## src/rtl/pcm_pp_pkg.sv

```systemverilog
package pcm_pp_pkg;

  localparam int ADDR_W = 32;

  // register offsets
  localparam logic [7:0] OFS_MODE    = 8'h00;
  localparam logic [7:0] OFS_DIV     = 8'h18;
  localparam logic [7:0] OFS_STAT    = 8'h20;
  localparam logic [7:0] OFS_IEN     = 8'h24;
  localparam logic [7:0] OFS_BASE_LO = 8'h28;
  localparam logic [7:0] OFS_THR     = 8'h2C;
  localparam logic [7:0] OFS_POS     = 8'h38;
  localparam logic [7:0] OFS_BASE_HI = 8'h40;

  // mode bits
  localparam int MB_WIDE = 0;
  localparam int MB_RUN  = 7;
  localparam int MB_MCLK = 9;
  localparam int MB_MONO = 14;

  typedef enum logic [1:0] {
    ENG_IDLE,
    ENG_FETCH,
    ENG_SEND,
    ENG_DONE
  } eng_state_t;

  // log2 of bytes per frame
  function automatic logic [1:0] frame_shift(input logic wide, input logic mono);
    return {1'b0, wide} + {1'b0, ~mono};
  endfunction

  // raw memory data to a 16-bit sample
  function automatic logic [15:0] widen(input logic wide, input logic [15:0] raw);
    return wide ? raw : {raw[7:0], 8'h00};
  endfunction

  // master clock cycles per bit clock
  function automatic logic [14:0] bclk_ratio_f(input logic [7:0] d);
    return ({7'd0, d} + 15'd1) << 6;
  endfunction

endpackage

```

## src/rtl/pcm_pp_regs.sv

```systemverilog
module pcm_pp_regs
  import pcm_pp_pkg::*;
#(
  parameter int THR_W = 16,
  localparam int POS_W = THR_W + 2
) (
  input  logic              clk,
  input  logic              rst_n,
  input  logic              reg_wr,
  input  logic [7:0]        reg_addr,
  input  logic [31:0]       reg_wdata,
  output logic [31:0]       reg_rdata,
  input  logic              set_half,
  input  logic              set_full,
  input  logic [POS_W-1:0]  pos_q,
  output logic [31:0]       mode_q,
  output logic [31:0]       div_q,
  output logic [ADDR_W-1:0] base_q,
  output logic [POS_W-1:0]  half_bytes,
  output logic [1:0]        stat_q,
  output logic [31:0]       ien_q,
  output logic              restart,
  output logic              irq
);

  logic [THR_W-1:0] thr_q;
  logic             wr_mode, wr_div, wr_stat, wr_ien, wr_lo, wr_hi, wr_thr;
  logic             run_rise;
  logic [1:0]       stat_d;

  assign wr_mode = reg_wr && (reg_addr == OFS_MODE);
  assign wr_div  = reg_wr && (reg_addr == OFS_DIV);
  assign wr_stat = reg_wr && (reg_addr == OFS_STAT);
  assign wr_ien  = reg_wr && (reg_addr == OFS_IEN);
  assign wr_lo   = reg_wr && (reg_addr == OFS_BASE_LO);
  assign wr_hi   = reg_wr && (reg_addr == OFS_BASE_HI);
  assign wr_thr  = reg_wr && (reg_addr == OFS_THR);

  assign run_rise = wr_mode && reg_wdata[MB_RUN] && !mode_q[MB_RUN];
  assign restart  = run_rise || wr_lo || wr_hi || wr_div;

  assign half_bytes = ({2'b00, thr_q} + POS_W'(1)) << 1;

  // event sets win over software clears
  always_comb begin
    stat_d = stat_q;
    if (wr_stat) stat_d = stat_d & ~reg_wdata[7:6];
    if (run_rise) stat_d = 2'b00;
    stat_d = stat_d | {set_full, set_half};
  end

  always_ff @(posedge clk) begin
    if (!rst_n) begin
      mode_q <= '0;
      div_q  <= '0;
      base_q <= '0;
      thr_q  <= '0;
      stat_q <= '0;
      ien_q  <= '0;
    end else begin
      stat_q <= stat_d;
      if (wr_mode) mode_q <= reg_wdata;
      if (wr_div)  div_q  <= reg_wdata;
      if (wr_ien)  ien_q  <= reg_wdata;
      if (wr_thr)  thr_q  <= reg_wdata[THR_W-1:0];
      if (wr_lo)   base_q[15:0]  <= reg_wdata[15:0];
      if (wr_hi)   base_q[31:16] <= reg_wdata[15:0];
    end
  end

  assign irq = |(stat_q & ien_q[7:6]);

  always_comb begin
    case (reg_addr)
      OFS_MODE: reg_rdata = mode_q;
      OFS_DIV:  reg_rdata = div_q;
      OFS_STAT: reg_rdata = {24'd0, stat_q, 6'd0};
      OFS_IEN:  reg_rdata = ien_q;
      OFS_POS:  reg_rdata = 32'(pos_q >> 2);
      default:  reg_rdata = '0;
    endcase
  end

endmodule

```

## src/rtl/pcm_pp_engine.sv

```systemverilog
module pcm_pp_engine
  import pcm_pp_pkg::*;
#(
  parameter int POS_W = 18
) (
  input  logic              clk,
  input  logic              rst_n,
  input  logic              run,
  input  logic              restart,
  input  logic              wide,
  input  logic              mono,
  input  logic [ADDR_W-1:0] base,
  input  logic [POS_W-1:0]  half_bytes,
  input  logic [POS_W-1:0]  sink_room,
  output logic              mem_req,
  output logic [ADDR_W-1:0] mem_addr,
  output logic              mem_wide,
  input  logic              mem_ack,
  input  logic [15:0]       mem_rdata,
  output logic              smp_valid,
  input  logic              smp_ready,
  output logic [15:0]       smp_left,
  output logic [15:0]       smp_right,
  output logic [POS_W-1:0]  pos_q,
  output logic              set_half,
  output logic              set_full
);

  eng_state_t       st_q;
  logic [POS_W-1:0] boff_q, fcnt_q, fpb, step;
  logic             samp_q;
  logic [15:0]      left_q, right_q, smp_now;
  logic             room_ok, last_frame;

  assign fpb        = half_bytes >> frame_shift(wide, mono);
  assign step       = wide ? POS_W'(2) : POS_W'(1);
  assign room_ok    = sink_room >= fpb;
  assign last_frame = (fcnt_q + POS_W'(1)) == fpb;
  assign smp_now    = widen(wide, mem_rdata);

  assign mem_req   = (st_q == ENG_FETCH);
  assign mem_wide  = wide;
  assign mem_addr  = base + ADDR_W'(pos_q) + ADDR_W'(boff_q);
  assign smp_valid = (st_q == ENG_SEND);
  assign smp_left  = left_q;
  assign smp_right = right_q;

  assign set_half = (st_q == ENG_DONE) && run && !restart && (pos_q == '0);
  assign set_full = (st_q == ENG_DONE) && run && !restart && (pos_q != '0);

  always_ff @(posedge clk) begin
    if (!rst_n) begin
      st_q    <= ENG_IDLE;
      pos_q   <= '0;
      boff_q  <= '0;
      fcnt_q  <= '0;
      samp_q  <= 1'b0;
      left_q  <= '0;
      right_q <= '0;
    end else if (restart || !run) begin
      st_q   <= ENG_IDLE;
      boff_q <= '0;
      fcnt_q <= '0;
      samp_q <= 1'b0;
      if (restart) pos_q <= '0;
    end else begin
      case (st_q)
        ENG_IDLE: begin
          boff_q <= '0;
          fcnt_q <= '0;
          samp_q <= 1'b0;
          if (room_ok) st_q <= (fpb == '0) ? ENG_DONE : ENG_FETCH;
        end
        ENG_FETCH: begin
          if (mem_ack) begin
            boff_q <= boff_q + step;
            if (!samp_q) begin
              left_q <= smp_now;
              if (mono) begin
                right_q <= smp_now;
                st_q    <= ENG_SEND;
              end else begin
                samp_q <= 1'b1;
              end
            end else begin
              right_q <= smp_now;
              samp_q  <= 1'b0;
              st_q    <= ENG_SEND;
            end
          end
        end
        ENG_SEND: begin
          if (smp_ready) begin
            fcnt_q <= fcnt_q + POS_W'(1);
            st_q   <= last_frame ? ENG_DONE : ENG_FETCH;
          end
        end
        ENG_DONE: begin
          pos_q <= (pos_q == '0) ? half_bytes : '0;
          st_q  <= ENG_IDLE;
        end
        default: st_q <= ENG_IDLE;
      endcase
    end
  end

endmodule

```

## src/rtl/pcm_pingpong_player.sv

```systemverilog
module pcm_pingpong_player
  import pcm_pp_pkg::*;
#(
  parameter int THR_W = 16,
  localparam int POS_W = THR_W + 2
) (
  input  logic             clk,
  input  logic             rst_n,
  input  logic             reg_wr,
  input  logic [7:0]       reg_addr,
  input  logic [31:0]      reg_wdata,
  output logic [31:0]      reg_rdata,
  output logic             mem_req,
  output logic [31:0]      mem_addr,
  output logic             mem_wide,
  input  logic             mem_ack,
  input  logic [15:0]      mem_rdata,
  input  logic [POS_W-1:0] sink_room,
  output logic             smp_valid,
  input  logic             smp_ready,
  output logic [15:0]      smp_left,
  output logic [15:0]      smp_right,
  output logic             mclk_fast,
  output logic [14:0]      bclk_ratio,
  output logic             irq
);

  logic [31:0]       mode_q, div_q, ien_q;
  logic [ADDR_W-1:0] base_q;
  logic [POS_W-1:0]  half_bytes, pos_q;
  logic [1:0]        stat_q;
  logic              restart_w, set_half, set_full;
  logic              run_w, wide_w, mono_w;

  assign run_w  = mode_q[MB_RUN];
  assign wide_w = mode_q[MB_WIDE];
  assign mono_w = mode_q[MB_MONO];

  pcm_pp_regs #(.THR_W(THR_W)) u_regs (
    .clk        (clk),
    .rst_n      (rst_n),
    .reg_wr     (reg_wr),
    .reg_addr   (reg_addr),
    .reg_wdata  (reg_wdata),
    .reg_rdata  (reg_rdata),
    .set_half   (set_half),
    .set_full   (set_full),
    .pos_q      (pos_q),
    .mode_q     (mode_q),
    .div_q      (div_q),
    .base_q     (base_q),
    .half_bytes (half_bytes),
    .stat_q     (stat_q),
    .ien_q      (ien_q),
    .restart    (restart_w),
    .irq        (irq)
  );

  pcm_pp_engine #(.POS_W(POS_W)) u_eng (
    .clk        (clk),
    .rst_n      (rst_n),
    .run        (run_w),
    .restart    (restart_w),
    .wide       (wide_w),
    .mono       (mono_w),
    .base       (base_q),
    .half_bytes (half_bytes),
    .sink_room  (sink_room),
    .mem_req    (mem_req),
    .mem_addr   (mem_addr),
    .mem_wide   (mem_wide),
    .mem_ack    (mem_ack),
    .mem_rdata  (mem_rdata),
    .smp_valid  (smp_valid),
    .smp_ready  (smp_ready),
    .smp_left   (smp_left),
    .smp_right  (smp_right),
    .pos_q      (pos_q),
    .set_half   (set_half),
    .set_full   (set_full)
  );

  assign mclk_fast  = mode_q[MB_MCLK];
  assign bclk_ratio = bclk_ratio_f(div_q[15:8]);

endmodule

```

## config.mk

```make
export PLATFORM = sky130hd
export DESIGN_NAME = pcm_pingpong_player
export DESIGN_NICKNAME = d
export VERILOG_FILES = /design/src/rtl/pcm_pp_pkg.sv /design/src/rtl/pcm_pp_regs.sv /design/src/rtl/pcm_pp_engine.sv /design/src/rtl/pcm_pingpong_player.sv
export SDC_FILE = /design/constraint.sdc
export NUM_CORES = 1
export LEC_CHECK = 0
export CORE_MARGIN = 10
export CORE_UTILIZATION = 30
export DETAILED_ROUTE_END_ITERATION = 12
export GPL_TIMING_DRIVEN = 0
export MAX_ROUTING_LAYER = met4
export RECOVER_POWER = 25
export SLEW_MARGIN = 20
export SYNTH_ARGS = -nofsm -noshare
export SYNTH_HDL_FRONTEND = slang
export SYNTH_HIERARCHICAL = 1
export SYNTH_SLANG_ARGS = --single-unit
export TNS_END_PERCENT = 20
```

## constraint.sdc

```tcl
create_clock -name clk -period 5.7 [get_ports clk]
set_input_delay 1.71 -clock clk [delete_from_list [all_inputs] [get_ports clk]]
set_output_delay 1.71 -clock clk [all_outputs]
set_load 0.02 [all_outputs]
```

==> results of run 1 <==
-- power by group --
group | switching, mW | internal, mW | total (mW) | leakage [nW]
Sequential | 0.000999 | 1.64 | 1.64 | 1.89
Clock | 0.708 | 1.04 | 1.75 | 0.427
Combinational | 0.0941 | 0.0876 | 0.182 | 4.61
Total | 0.803 | 2.77 | 3.57 | 6.94
-- worst max-delay path by stage --
stage,from,end,slack (ns),cells after the start
6_report,reg_addr[5],reg_rdata[27],-0.05,7
5_1_grt,u_eng/pos_q[0],mem_addr[31],-0.11,16
4_1_cts,reg_addr[7],reg_rdata[18],-0.20,7
3_5_place_dp,reg_addr[7],reg_rdata[8],-0.55,7
3_3_place_gp,reg_addr[7],reg_rdata[4],-0.49,6
2_1_floorplan,u_eng/boff_q[1],mem_addr[25],0.88,12
-- repair_timing --
action,4_1_cts,5_1_grt
setup buffers,4,2
endpoints found under the setup margin,50,50
gates resized for setup,84,54
pin swaps,10,5
-- cell usage after synthesis (13+ instances only) --
cell type / instances
fa_1: 20
buf_2: 27
mux2i_1: 56
and3_1: 17
dfxtp_1: 235
nor3_1: 23
o21ai_0: 32
xnor2_1: 48
a21oi_1: 41
clkbuf_1: 61
xor2_1: 31
ha_1: 42
o211ai_1: 15
and4_1: 13
o211a_1: 16
a21boi_0: 98
nand4_1: 23
a22oi_1: 40
nor2b_1: 47
a21boi_1: 46
nor2_1: 77
nand3_1: 49
inv_1: 28
nand2_1: 398
-- cell type report --
class | instances | area (um^2) | area share, %
clock inverter | 10 | 145.1 | 0.8542
timing repair buffer | 190 | 1846 | 10.86
multi-input combinational | 1260 | 8182 | 48.15
sequential | 235 | 4710 | 27.72
inverter | 30 | 112.6 | 0.6627
tap | 592 | 740.7 | 4.359
antenna | 4 | 10.01 | 0.05891
clock buffer | 35 | 734.5 | 4.323
buffer | 104 | 511.7 | 3.012
-- logic make-up after synthesis --
family,share of synthesized area (%)
XOR/XNOR,5.465
buffers and inverters,4.482
AND/OR/NAND/NOR,24.29
AO/OA/AOI/OAI,17.83
flip-flops,35.19
other,0.05617
adder cells (fa/ha/maj),6.925
multiplexers,5.764
-- critical path: stages --
cell,delay (ns)
clkdlybuf4s50_1,0.50
or4_4,0.62
nor3_4,0.24
buf_6,0.22
nand2_1,0.07
nand2_1,0.07
clkdlybuf4s50_1,0.61
-- metrics by stage --
| step | hold slack (ns) | worst slack, ns |
|---|---|---|
| floorplan | 0.4347 | 0.8756 |
| global placement | 0.4405 | -0.4881 |
| CTS | 0.4540 | -0.1985 |
| finish | 0.4481 | -0.05321 |
| detailed placement | 0.4452 | -0.5528 |
| global route | 0.4717 | -0.1144 |
-- metal layers --
| layer | GRT usage [%] | up-vias |
|---|---|---|
| li1 | - | 6029 |
| met1 | 22.43 | 5908 |
| met2 | 26.68 | 386 |
| met3 | 2.663 | 57 |
| met4 | 3.556 | 0 |
| met5 | - | - |
-- registers in the layout, indices dropped and copies added, names as in the netlist, 16 cells and up --
register and cells:
u_regs/ien_q 32, u_regs/div_q 32, u_eng/smp_right 16, u_eng/boff_q 18
u_regs/mode_q 32, u_eng/pos_q 18, u_eng/smp_left 16, u_eng/fcnt_q 18
u_regs/thr_q 16, u_regs/base_q 32
==> impl_metrics.env, run 1 <==
export IMPL_status="complete, but fails checks"
export IMPL_failed_checks="negative setup slack"
export IMPL_syn_cell_area_um2=13370
export IMPL_drive_gt1_share_pct=7.994
export IMPL_clock_path_buffers=3
export IMPL_async_flop_share_pct=0
export IMPL_yosys_warnings=6
export IMPL_utilization_pct=38.51
export IMPL_fin_ws_ns=-0.05321
export IMPL_post_dp_cell_area_um2=15970
export IMPL_clkSinkCount=235
export IMPL_slew_viol_final=0
export IMPL_synth_top_area_share_pct=35.19
export IMPL_synth_cell_types=78
export IMPL_core_area_um2=44120
export IMPL_final_common_cell="nand2_1"
export IMPL_required_ns=3.99
export IMPL_setup_viol=1
export IMPL_cellLeakagePower_nw=6.935
export IMPL_hold_viol=0
export IMPL_grt_pass1_wl_um=69970
export IMPL_critPathKind="in2out"
export IMPL_met1_length_um=21160
export IMPL_tns_ns=-0.05321
export IMPL_dr_pass1_iters=5
export IMPL_path_max_fanout=10
export IMPL_cts_buffers=26
export IMPL_ys_seq_area_share_pct=35.19
export IMPL_route_detailed_drc=0
export IMPL_relSlewSlack_pct=44.55
export IMPL_ctsRootBufferMaster="clkbuf_16"
export IMPL_dpl_hpwl_um=35380
export IMPL_chipHeight_um=231.1
export IMPL_yosys_area_top_type="dfxtp_1"
export IMPL_grt_pass1_vias=12210
export IMPL_period_needed_ns=5.753
export IMPL_grt_overflow=0
export IMPL_holdPathEnd="u_eng/smp_left[4]"
export IMPL_rsz0062_at_grt="yes"
export IMPL_ant_nets=0
export IMPL_layout_common_cells="398 x nand2_1, 231 x dfxtp_1, 102 x clkdlybuf4s50_1"
export IMPL_fill_cells=4620
export IMPL_ys_flop_type="dfxtp_1"
export IMPL_post_route_period_util_pct=100.9
export IMPL_vias=12380
export IMPL_synth_edf_count=0
export IMPL_met2_length_um=20560
export IMPL_antenna_found_initial=3
export IMPL_syn_to_final_growth_pct=27.08
export IMPL_clk_latency_ns=0.55
export IMPL_h_tree_depth=1
export IMPL_syn_inst=1624
export IMPL_power_mw=3.572
export IMPL_clkTransAtPathRegs_ns=0.06
export IMPL_wl_per_cell_um=18.52
export IMPL_start_util_pct=30.30
export IMPL_instances_no_fill=2460
export IMPL_grt_use_total_pct=16.89
export IMPL_wl_um=45550
export IMPL_max_cap_violations=0
export IMPL_rr_worst_depth=15
export IMPL_drtIter0Drc=923
export IMPL_tightest_slew_ns=0.8250
export IMPL_grt_max_degree=14
export IMPL_gp_congestion=0.9244
export IMPL_top_layer="met4"
export IMPL_skew_ns=0.01058
export IMPL_fmax_mhz=173.8
export IMPL_syn_avg_cell_area_um2=8.233
export IMPL_reg2reg_to="u_eng/st_q[1]"
export IMPL_ys_ff_latch=235
export IMPL_io_buffer_count=184
export IMPL_rows=77
export IMPL_via_per_inst=5.033
export IMPL_nets=1988
export IMPL_crit_path_end_kind="output pin"
export IMPL_io_pins=195
export IMPL_peakVddDrop_mv=0.2081
export IMPL_die_w_um=231.1
export IMPL_hold_start="u_eng/smp_left[4]"
export IMPL_holdPathStages=2
export IMPL_routed_wl_met3_um=2897
export IMPL_arrival_ns=4.04
export IMPL_synth_area_leaders="dfxtp_1 35%, nand2_1 11%, a21boi_0 5.5%"
export IMPL_hp_class="reg2reg"
export IMPL_start_kind="primary input"
export IMPL_r2r_setup_slack_ns=2.01
export IMPL_dieArea_um2=53410
export IMPL_cts_tree="built"
export IMPL_hold_buffers=0
export IMPL_power_density_nw_per_um2=210.2
export IMPL_placedCellCount=2405
export IMPL_stdcell_area_um2=16990
export IMPL_r2r_start="u_regs/thr_q[2]"
Note: power is estimated with default switching activity, not from simulation.
==> inputs of run 2 (changes only) <==
Settings changed: DONT_BUFFER_PORTS set to 1.
==> run 2 against run 1 <==
  * Largest power group unchanged
  * Setup slack better by 0.20 ns
  * Total power is 4.9% lower
  * Hold slack better by 0.0056 ns
  * The run now ends clean
==> impl_metrics.env, run 2 (synthesis gave the netlist of run 1 again) <==
export IMPL_slew_viol_final=0
export IMPL_io_buffer_count=0
export IMPL_clkSinkCount=235
export IMPL_relSlewSlack_pct=37.46
export IMPL_nets=1802
export IMPL_fmax_mhz=180.1
export IMPL_hp_class="reg2reg"
export IMPL_syn_to_final_growth_pct=13.83
export IMPL_grt_use_total_pct=16.88
export IMPL_layout_common_cells="398 x nand2_1, 233 x dfxtp_1, 100 x a21boi_0"
export IMPL_ant_nets=0
export IMPL_combPwrFrac_pct=2.9
export IMPL_dieArea_um2=53410
export IMPL_p_int_mw=2.642
export IMPL_top_layer="met4"
export IMPL_die_w_um=231.1
export IMPL_grt_max_degree=14
export IMPL_fin_ws_ns=0.1484
export IMPL_antenna_found_initial=0
export IMPL_skew_ns=0.02419
export IMPL_power_mw=3.397
export IMPL_cts_buffers=26
export IMPL_utilization_pct=34.49
export IMPL_status="complete, no violations"
export IMPL_core_area_um2=44120
export IMPL_vias=11770
export IMPL_p_clk_share_pct=48.7
export IMPL_h_tree_depth=1
export IMPL_ctsRootBufferMaster="clkbuf_16"
export IMPL_path_max_fanout=7
export IMPL_chipHeight_um=231.1
export IMPL_clock_path_buffers=3
export IMPL_route_detailed_drc=0
export IMPL_rows=77
export IMPL_cts_tree="built"
export IMPL_period_needed_ns=5.552
export IMPL_instances_no_fill=2269
export IMPL_via_per_inst=5.185
export IMPL_post_route_period_util_pct=97.40
export IMPL_crit_path_end_kind="output pin"
export IMPL_wl_um=45420
export IMPL_io_pins=195
export IMPL_grt_pass1_vias=11570
export IMPL_diodes=0
export IMPL_grt_pass1_wl_um=69160
export IMPL_routed_wl_met3_um=5085
export IMPL_wl_per_cell_um=20.02
export IMPL_placedCellCount=2221
export IMPL_final_common_cell="nand2_1"
export IMPL_p_sw_share_pct=22.23
export IMPL_arrival_ns=3.84
export IMPL_hold_viol=0
export IMPL_critPathKind="reg2out"
export IMPL_drtIter0Drc=893
export IMPL_peakVddDrop_mv=0.2285
export IMPL_tns_ns=0
export IMPL_met1_length_um=18920
export IMPL_setup_viol=0
export IMPL_power_switching_uw=755.3
export IMPL_dpl_hpwl_um=35320
export IMPL_drive_gt1_share_pct=7.454
export IMPL_start_kind="flip-flop"
export IMPL_power_density_nw_per_um2=223.2
export IMPL_met2_length_um=20590
export IMPL_clk_latency_ns=0.56
export IMPL_place_ws_ns=0.1477
export IMPL_clkTransAtPathRegs_ns=0.06
export IMPL_grt_overflow=0
export IMPL_gp_congestion=0.9073
export IMPL_max_cap_violations=0
export IMPL_rsz0062_at_grt="yes"
export IMPL_start_util_pct=30.30
export IMPL_required_ns=3.99
export IMPL_dr_pass1_iters=5
export IMPL_tightest_slew_ns=0.9304
export IMPL_seq_power_share_pct=48.4
export IMPL_cellLeakagePower_nw=5.784
-- run 2: cell types whose count changed in the layout (fill, tap and decap cells not counted), sizes merged, moves of 5 or more --
cell	delta
dlygate4sd3	-33
clkdlybuf4s50	-102
clkbuf	-5
dlymetal6s2s	-18
buf	-12
clkdlybuf4s15	-5
dlygate4sd2	-10
-- run 2: through the flow --
stage | hold WS, ns | instance area [um^2]
final | 0.4536 | 15220
after global routing | 0.4728 | 15220
after CTS | 0.4548 | 15120
after detailed placement | 0.4458 | 14130
after global placement | 0.4398 | 14130
after floorplan | 0.4347 | 13390
-- run 2: final cells by class --
class                   count  area, um^2
plain buffers             104       471.7
multi-input cells        1260        8325
flip-flops and latches    235        4707
inverters                  30       112.6
clock buffers              36       748.2
well taps                 592       740.7
fillers                  4726       28910
repair buffers              4       33.78
clock inverters             8       80.08
-- run 2: final timing paths --
kind	start	endpoint	slack (ns)	depth (start not counted)
worst max-delay path	u_eng/pos_q[0]	mem_addr[31]	0.15	15
worst min-delay path	u_regs/mode_q[21]	u_regs/mode_q[21]	0.45	2
worst max register to register	u_regs/thr_q[0]	u_eng/st_q[1]	1.84	16
worst min register to register	u_regs/mode_q[21]	u_regs/mode_q[21]	0.45	2
-- run 2: power groups by stage --
stage	logic [mW]	clock network (mW)	registers, mW
after floorplan	0.0727	0	1.68
after global placement	0.0954	0	1.68
after detailed placement	0.0971	0	1.68
after CTS	0.0973	1.69	1.64
after global routing	0.107	1.76	1.64
final	0.0983	1.65	1.64
-- run 2: timing repair --
action	4_1_cts	5_1_grt
pin swaps	7	10
endpoints found under the setup margin	14	14
resized for setup	22	16
hold endpoints to repair	0	0
setup buffers	3	1
hold buffers	0	0
-- run 2: layer usage --
| layer | vias up | GRT usage (%) |
|---|---|---|
| li1 | 5640 | - |
| met2 | 427 | 26.88 |
| met1 | 5641 | 20.11 |
| met5 | - | - |
| met4 | 0 | 3.433 |
| met3 | 57 | 6.255 |
-- run 2: critical path, cell delays in order (launching register included) --
cell      delay [ns]
dfxtp_1         0.38
inv_1           0.08
fa_1            0.41
inv_1           0.06
ha_1            0.19
inv_1           0.07
fa_2            0.38
nand2b_1        0.20
a211oi_2        0.24
o31ai_2         0.11
a21oi_2         0.19
a211o_1         0.21
a221oi_4        0.08
buf_6           0.16
nor3b_4         0.27
xor2_4          0.28
==> inputs of run 3 (changes only) <==
Settings changed: SKIP_LAST_GASP set to 1.
==> run 3 against run 2 <==
  * Critical endpoint unchanged
  * Sequential cell count is the same
  * Register-to-register slack gained 0.04 ns
  * Via count shrank 0.53%
  * Sequential share of layout area grew 0.12 points
  * Final cell count is essentially flat
  * Final area shrank 0.34%
  * Core utilization shrank 0.12 points
  * Sequential power is essentially flat
  * Clock power is essentially flat
  * Global-route usage is essentially flat
  * First-iteration DRC count grew 1.2%
  * Non-clock buffer count grew 1
==> impl_metrics.env, run 3 (synthesis gave the netlist of run 1 again) <==
export IMPL_status="complete, no violations"
export IMPL_syn_to_final_growth_pct=13.45
export IMPL_required_ns=3.99
export IMPL_start_kind="flip-flop"
export IMPL_gp_congestion=0.9073
export IMPL_cellLeakagePower_nw=5.770
export IMPL_tightest_slew_ns=0.8908
export IMPL_utilization_pct=34.38
export IMPL_clk_latency_ns=0.56
export IMPL_setup_viol=0
export IMPL_skew_ns=0.02383
export IMPL_placedCellCount=2221
export IMPL_route_detailed_drc=0
export IMPL_rows=77
export IMPL_slew_viol_final=0
export IMPL_clkTransAtPathRegs_ns=0.06
export IMPL_fmax_mhz=180.2
export IMPL_fill_cells=4729
export IMPL_hold_viol=0
export IMPL_core_area_um2=44120
export IMPL_power_density_nw_per_um2=224.0
export IMPL_antenna_found_initial=0
export IMPL_io_buffer_count=0
export IMPL_ctsRootBufferMaster="clkbuf_16"
export IMPL_post_route_period_util_pct=97.36
export IMPL_path_max_fanout=7
export IMPL_ant_nets=0
export IMPL_critPathKind="reg2out"
export IMPL_final_common_cell="nand2_1"
export IMPL_cts_tree="built"
export IMPL_relSlewSlack_pct=40.12
export IMPL_diodes=0
export IMPL_wl_per_cell_um=19.93
export IMPL_io_pins=195
export IMPL_max_cap_violations=0
export IMPL_vias=11700
export IMPL_clkSinkCount=235
export IMPL_wl_um=45250
export IMPL_grt_max_degree=14
export IMPL_die_w_um=231.1
export IMPL_rsz0062_at_grt="yes"
export IMPL_dr_pass1_iters=5
export IMPL_instances_no_fill=2270
export IMPL_drtIter0Drc=904
export IMPL_dpl_hpwl_um=35320
export IMPL_grt_pass1_wl_um=69090
export IMPL_cts_buffers=26
export IMPL_chipHeight_um=231.1
export IMPL_clock_path_buffers=3
export IMPL_crit_path_end_kind="output pin"
export IMPL_period_needed_ns=5.550
export IMPL_grt_overflow=0
export IMPL_peakVddDrop_mv=0.2294
export IMPL_grt_pass1_vias=11570
export IMPL_arrival_ns=3.84
export IMPL_dieArea_um2=53410
export IMPL_grt_use_total_pct=16.87
export IMPL_drive_gt1_share_pct=7.449
export IMPL_start_util_pct=30.30
export IMPL_layout_common_cells="398 x nand2_1, 231 x dfxtp_1, 100 x a21boi_0"
export IMPL_hp_class="reg2reg"
export IMPL_via_per_inst=5.156
export IMPL_h_tree_depth=1
export IMPL_nets=1803
==> run 3: changes by cell type in the layout (fill, tap and decap cells not counted), moves of 2 or more <==
cell / change
nor2_1: +2
xnor2_1: +2
xor2_4: -3
buf_4: +2
xor2_2: +3
dfxtp_2: +2
dfxtp_1: -2
nor2_2: -2
==> run 3: final cells by class <==
cell class                      instances  area (um^2)  area share (%)
Multi-Input combinational cell       1260         8268           54.51
Buffer                                104        471.7           3.110
Timing Repair Buffer                    5        37.54          0.2475
Sequential cell                       235         4710           31.05
Inverter                               30        112.6          0.7424
Clock buffer                           36        748.2           4.933
Clock inverter                          8        80.08          0.5279
Tap cell                              592        740.7           4.883
==> run 3: through the flow <==
stage / TNS [ns] / worst slack [ns] / hold slack [ns] / instance area [um^2] / total power, mW
finish: 0 / 0.1502 / 0.4537 / 15170 / 3.398
detailed placement: 0 / 0.1477 / 0.4458 / 14130 / 1.778
global placement: 0 / 0.1790 / 0.4398 / 14130 / 1.776
floorplan: 0 / 0.8756 / 0.4347 / 13390 / 1.753
CTS: -0.3939 / -0.09424 / 0.4548 / 15110 / 3.432
global route: -0.1897 / -0.04869 / 0.4728 / 15170 / 3.514
==> run 3: timing repair <==
item,CTS,global route
setup endpoints to repair,14,14
pin swaps,7,8
setup buffers,3,2
hold buffers,0,0
resized for setup,20,12
==> run 3: where the power goes <==
group	internal (mW)	total [mW]	switching (mW)
Sequential	1.64	1.64	0.00111
Clock	0.957	1.65	0.698
Combinational	0.0420	0.0983	0.0564
Total	2.64	3.40	0.756
==> run 3: final timing paths <==
path | cells after the start | from | to | slack [ns]
worst min register to register | 2 | u_regs/mode_q[21] | u_regs/mode_q[21] | 0.45
worst max register to register | 16 | u_regs/thr_q[0] | u_eng/st_q[1] | 1.88
worst max-delay path | 13 | u_eng/pos_q[1] | mem_addr[31] | 0.15
worst min-delay path | 2 | u_regs/mode_q[21] | u_regs/mode_q[21] | 0.45
==> run 3: critical path, stage by stage, from the launching register on <==
cell	delay, ns
dfxtp_1	0.34
fa_1	0.56
ha_2	0.21
inv_1	0.06
fa_2	0.38
nand2b_4	0.16
a211oi_2	0.26
o31ai_2	0.12
a21oi_2	0.19
a211o_1	0.21
a221oi_4	0.07
buf_4	0.18
nor3b_4	0.28
xor2_4	0.28
==> run 3: metal layers <==
metal  wire length [um]  GRT usage (%)
met5                  0              -
met4                811          3.433
met3               4941          6.255
met2              20520          26.84
met1              18980          20.10
